File: config.mk
export PLATFORM = sky130hd
export DESIGN_NAME = txpend_wordbus
export DESIGN_NICKNAME = d
export VERILOG_FILES = /design/src/rtl/txpend_pkg.sv /design/src/rtl/txpend_decode.sv /design/src/rtl/txpend_shadow.sv /design/src/rtl/txpend_flags.sv /design/src/rtl/txpend_wordbus.sv
export SDC_FILE = /design/constraint.sdc
export NUM_CORES = 1
export LEC_CHECK = 0
export ABC_CLOCK_PERIOD_IN_PS = 3100
export BUFFER_PORTS_ARGS = -buffer_cell sky130_fd_sc_hd__buf_2
export CELL_PAD_IN_SITES_DETAIL_PLACEMENT = 1
export CELL_PAD_IN_SITES_GLOBAL_PLACEMENT = 2
export CORE_ASPECT_RATIO = 0.9
export CORE_MARGIN = 10
export CORE_UTILIZATION = 28
export CTS_BUF_LIST = sky130_fd_sc_hd__clkbuf_16
export CTS_CLUSTER_SIZE = 14
export DETAILED_ROUTE_END_ITERATION = 16
export PLACE_DENSITY_LB_ADDON = 0.25
export SLEW_MARGIN = 20
export SYNTH_ARGS = -nofsm -noshare
export SYNTH_HDL_FRONTEND = slang
export SYNTH_SLANG_ARGS = --single-unit
File: constraint.sdc
create_clock -name clk -period 3.1 [get_ports clk]
set_clock_uncertainty 0.15 [all_clocks]
set_input_delay 0.465 -clock clk [delete_from_list [all_inputs] [get_ports clk]]
set_output_delay 0.465 -clock clk [all_outputs]
set_load 0.005 [all_outputs]
File: src/rtl/txpend_pkg.sv
package txpend_pkg;

    // Decoded bus operation for one cycle; at most one field is set.
    typedef struct packed {
        logic wr_hi;
        logic wr_lo;
        logic rd_hi;
        logic rd_lo;
    } bus_op_t;

endpackage

File: src/rtl/txpend_decode.sv
module txpend_decode
    import txpend_pkg::*;
#(
    parameter int                ADDR_W  = 8,
    parameter logic [ADDR_W-1:0] HI_ADDR = 8'h20,
    parameter logic [ADDR_W-1:0] LO_ADDR = 8'h22
) (
    input  logic [ADDR_W-1:0] addr,
    input  logic              wr,
    input  logic              rd,
    output bus_op_t           op
);

    logic hit_hi;
    logic hit_lo;

    // A write strobe masks a read strobe issued in the same cycle.
    always_comb begin
        hit_hi   = (addr == HI_ADDR);
        hit_lo   = (addr == LO_ADDR);
        op       = '0;
        op.wr_hi = wr & hit_hi;
        op.wr_lo = wr & hit_lo;
        op.rd_hi = rd & ~wr & hit_hi;
        op.rd_lo = rd & ~wr & hit_lo;
    end

endmodule

File: src/rtl/txpend_shadow.sv
module txpend_shadow
    import txpend_pkg::*;
#(
    parameter int BUS_W = 16
) (
    input  logic             clk,
    input  logic             rst_n,
    input  bus_op_t          op,
    input  logic [BUS_W-1:0] wdata,
    input  logic [BUS_W-1:0] live_hi,
    input  logic [BUS_W-1:0] live_lo,
    output logic [BUS_W-1:0] temp,
    output logic [BUS_W-1:0] rdata
);

    typedef struct packed {
        logic [BUS_W-1:0] temp;
        logic [BUS_W-1:0] rdata;
    } shadow_t;

    shadow_t s_d;
    shadow_t s_q;

    always_comb begin
        s_d = s_q;
        if (op.wr_hi) begin
            s_d.temp = wdata;
        end
        if (op.rd_hi) begin
            s_d.rdata = live_hi;
            s_d.temp  = live_lo;
        end
        if (op.rd_lo) begin
            s_d.rdata = s_q.temp;
        end
    end

    always_ff @(posedge clk or negedge rst_n) begin
        if (!rst_n) begin
            s_q <= '0;
        end else begin
            s_q <= s_d;
        end
    end

    assign temp  = s_q.temp;
    assign rdata = s_q.rdata;

endmodule

File: src/rtl/txpend_flags.sv
module txpend_flags #(
    parameter int NUM_MB   = 32,
    parameter int FIRST_MB = 1
) (
    input  logic              clk,
    input  logic              rst_n,
    input  logic              commit,
    input  logic [NUM_MB-1:0] set_word,
    input  logic [NUM_MB-1:0] tx_enable,
    input  logic [NUM_MB-1:0] cancel_req,
    input  logic [NUM_MB-1:0] tx_done,
    output logic [NUM_MB-1:0] pending
);

    typedef struct packed {
        logic [NUM_MB-1:0] pend;
    } flag_t;

    logic [NUM_MB-1:0] impl_mask;
    logic [NUM_MB-1:0] set_v;
    logic [NUM_MB-1:0] clr_v;
    flag_t             f_d;
    flag_t             f_q;

    // Mailboxes below FIRST_MB carry no flag at all.
    for (genvar g = 0; g < NUM_MB; g++) begin : g_mask
        assign impl_mask[g] = (g >= FIRST_MB) ? 1'b1 : 1'b0;
    end

    always_comb begin
        set_v      = commit ? (set_word & tx_enable & impl_mask) : '0;
        clr_v      = cancel_req | tx_done;
        f_d        = f_q;
        f_d.pend   = (f_q.pend | set_v) & ~clr_v & impl_mask;
    end

    always_ff @(posedge clk or negedge rst_n) begin
        if (!rst_n) begin
            f_q <= '0;
        end else begin
            f_q <= f_d;
        end
    end

    assign pending = f_q.pend;

endmodule

File: src/rtl/txpend_wordbus.sv
module txpend_wordbus
    import txpend_pkg::*;
#(
    parameter int                BUS_W   = 16,
    parameter int                ADDR_W  = 8,
    parameter logic [ADDR_W-1:0] HI_ADDR = 8'h20,
    parameter logic [ADDR_W-1:0] LO_ADDR = 8'h22
) (
    input  logic                 clk,
    input  logic                 rst_n,
    input  logic [ADDR_W-1:0]    bus_addr,
    input  logic                 bus_wr,
    input  logic                 bus_rd,
    input  logic [BUS_W-1:0]     bus_wdata,
    output logic [BUS_W-1:0]     bus_rdata,
    input  logic [2*BUS_W-1:0]   tx_enable,
    input  logic [2*BUS_W-1:0]   cancel_req,
    input  logic [2*BUS_W-1:0]   tx_done,
    output logic [2*BUS_W-1:0]   pending
);

    localparam int NUM_MB = 2 * BUS_W;

    bus_op_t           op;
    logic [BUS_W-1:0]  temp_w;
    logic [NUM_MB-1:0] flags_w;

    txpend_decode #(
        .ADDR_W  (ADDR_W),
        .HI_ADDR (HI_ADDR),
        .LO_ADDR (LO_ADDR)
    ) u_decode (
        .addr (bus_addr),
        .wr   (bus_wr),
        .rd   (bus_rd),
        .op   (op)
    );

    txpend_shadow #(
        .BUS_W (BUS_W)
    ) u_shadow (
        .clk     (clk),
        .rst_n   (rst_n),
        .op      (op),
        .wdata   (bus_wdata),
        .live_hi (flags_w[NUM_MB-1:BUS_W]),
        .live_lo (flags_w[BUS_W-1:0]),
        .temp    (temp_w),
        .rdata   (bus_rdata)
    );

    txpend_flags #(
        .NUM_MB   (NUM_MB),
        .FIRST_MB (1)
    ) u_flags (
        .clk        (clk),
        .rst_n      (rst_n),
        .commit     (op.wr_lo),
        .set_word   ({temp_w, bus_wdata}),
        .tx_enable  (tx_enable),
        .cancel_req (cancel_req),
        .tx_done    (tx_done),
        .pending    (flags_w)
    );

    assign pending = flags_w;

endmodule

==> out/metrics.csv <==
metric,value,unit
first-pass GRT wire length,21970,µm
drt pass-1 iters,4,
"Seq/Total Area, Yosys",48.54,%
Slew HR,33.48,%
Global Route Usage Sum,16.83,%
GPL Wtd Cong,0.8187,
fillers,1339,
Synth-to-Final Area Change,37.60,%
Clock Pin Slew Worst Setup and Hold Paths,0.06,ns
final period utilization,68.57,%
GRT overflow,0,
DR vias/cell,5.401,
Leak,2.058,nW
hpwl dp,10500,µm
share of layout cells above drive strength 1,44.71,%
Initial Util,28.52,%
cell area after synthesis,0.003248,mm²
cell row count,37,
diode count,0,
CP Data Arrival Time,2.14,ns
hold_sp,cancel_req[2],
Final min period,2.126,ns
port bufs,167,
nets@finish,583,
Post-CTS Hold Buffers,0,
Root Driver,clkbuf_16,
Remaining DRCs,0,
Yosys reg bits,63,
setup TNS,0,ns
post-synth net total,425,
TritonCTS Buffers,9,
synth warn,0,
initial DRC count,246,
worst setup path class,in -> reg,
Die Height,122.2,µm
clk sinks,63,
io pins,172,
startpoint types,primary input,
Synth cell types,32,
worst-path fanout max,19,
Crit. End Element,register,
launch point of the worst reg-to-reg path,u_flags.pending[15]$_DFF_PN0_,
total power,1.990,mW
Final Slew Violations,0,
# Post-CTS Setup Buffers,0,
clock buffer depth,2,
Max Cap Viol,0,
largest net degree at the start of global routing,42,
"Setup violations, final",0,
# H-tree levels,3,
via count,3343,
Power Dens Cells,445.3,mW/mm²
Setup crit start,bus_addr[0],
Routed Antenna Nets,0,
syn avg cell area,10.79,µm²
Slew @ Worst Pin,0.9979,ns
Mapped Cells,301,
Worst VDD drop,0.0001786,V
status,"complete, no violations",
vias in the first global route,3696,
die footprint,0.01631,mm²
Resize count post-CTS,0,
"Clk Latency, worst-skew pair",0.33,ns
Hold Crit Class,in -> reg,
RSZ-0062 raised after global routing,no,
CTS tree,built,
DIE WIDTH,133.5,µm
Final Hold Vio Count,0,
WL final,13780,µm
WP data required,3.11,ns
Core Area,0.01139,mm²
Placement Cell Area,0.004205,mm²
number of antenna violations at the first check in global routing,0,
WL/cell,22.27,µm
fmax,0.4704,GHz
fin area,0.004469,mm²
-- sequential cells by signal, indices dropped and copies added, names as in the netlist --
| signal | flops |
|---|---|
| u_flags.pending | 31 |
| u_shadow.rdata | 16 |
| u_shadow.temp | 16 |
-- worst max-delay path, cell delays in order --
cell	delay, ns
buf_2	0.15
or4_1	0.97
o31ai_1	0.42
a31oi_1	0.13
-- final cells by class --
type	instances	area [µm²]	area share, %
sequential	63	1577	35.27
multi-input combinational	205	1504	33.65
clock inverter	6	38.79	0.8679
clock buffer	9	225.2	5.039
timing repair buffer	179	925.9	20.72
inverter	1	3.754	0.08399
tap	156	195.2	4.367
-- path summary, 6_finish.rpt --
check	slack, ns	cells past startpoint	end
min reg2reg	0.38	1	u_shadow.temp[10]$_DFFE_PN0P_
min in group asynchronous	0.15	1	u_flags.pending[21]$_DFF_PN0_
max	0.97	4	u_shadow.rdata[0]$_DFFE_PN0P_
max in group asynchronous	1.88	2	u_flags.pending[6]$_DFF_PN0_
max reg2reg	1.92	3	u_shadow.temp[15]$_DFFE_PN0P_
min	0.13	2	u_flags.pending[2]$_DFF_PN0_
-- layout by cell type (no fill, tap or decap), types with 2 or more instances in the layout --
cell        netlist  final
a22oi_1          14     14
a31oi_1          16     16
a41oi_1          31     31
and2_1           31     31
buf_2            10    167
buf_4             1     12
clkbuf_16         0      9
clkinvlp_4        0      4
dfrtp_1          63     63
nand2b_1          2      2
nand4_1          17     17
nor3_1           32     32
nor4_1           17     17
nor4b_4           1      2
o2bb2ai_1        14     14
o31ai_1           8      8
o31ai_2           8      8
or4b_1            2      2
-- metrics by stage --
step	worst slack, ns	instances	util (%)	hold slack, ns
2_1_floorplan	1.216	301	-	0.01941
3_3_place_gp	0.7029	604	36.93	0.3538
3_5_place_dp	0.6596	604	36.93	0.3554
4_1_cts	1.001	619	39.24	0.1254
5_1_grt	0.8712	619	39.24	0.1179
6_report	0.9743	619	39.24	0.1283
-- cells in the mapped netlist --
cell / n / area, µm²
buf_2: 10 / 50.05
o31ai_1: 8 / 60.06
buf_4: 1 / 7.510
dfrtp_1: 63 / 1577
nor4b_2: 1 / 15.01
a21oi_1: 1 / 5.000
o32ai_1: 1 / 8.760
nor3_2: 1 / 10.01
o31ai_2: 8 / 100.1
nor4b_4: 1 / 23.77
o2bb2ai_1: 14 / 122.6
nand2_1: 1 / 3.750
a22o_1: 1 / 8.760
or4_1: 1 / 7.510
nor3_1: 32 / 160.2
inv_1: 1 / 3.750
a31oi_1: 16 / 100.1
buf_6: 3 / 33.78
conb_1: 1 / 3.750
nor4_1: 17 / 106.4
a211oi_1: 1 / 7.510
and2_1: 31 / 193.9
buf_12: 1 / 20.02
nor2b_1: 1 / 6.260
a22oi_1: 14 / 105.1
nor4_4: 1 / 21.27
clkbuf_1: 17 / 63.81
nand4_1: 17 / 106.4
a41oi_1: 31 / 271.5
nand2b_1: 2 / 12.51
or4b_1: 2 / 20.02
o211ai_2: 1 / 12.51
-- cell families (layout without fill, tap and decap cells) --
group           Yosys count  after routing  share of synthesized area, %
simple gates            108            108                         21.15
compound gates           96             96                         24.69
flops                    63             63                         48.54
buf+inv                  33            195                         5.508
other cells               1              1                        0.1155
-- metal layers --
layer	routed length (µm)	track usage (%)
met3	879	5.432
met5	0	0
met1	6412	22.67
met2	6391	25.93
met4	101	3.465
-- power breakdown --
group          internal [mW]  leakage [nW]  switching, mW  total [mW]
Combinational          0.101          1.07          0.119       0.220
Sequential             0.842         0.875         0.0188       0.861
Clock                  0.531         0.117          0.378       0.910
Total                   1.47          2.06          0.516        1.99
No activity file was read; power rests on OpenSTA's default activity.
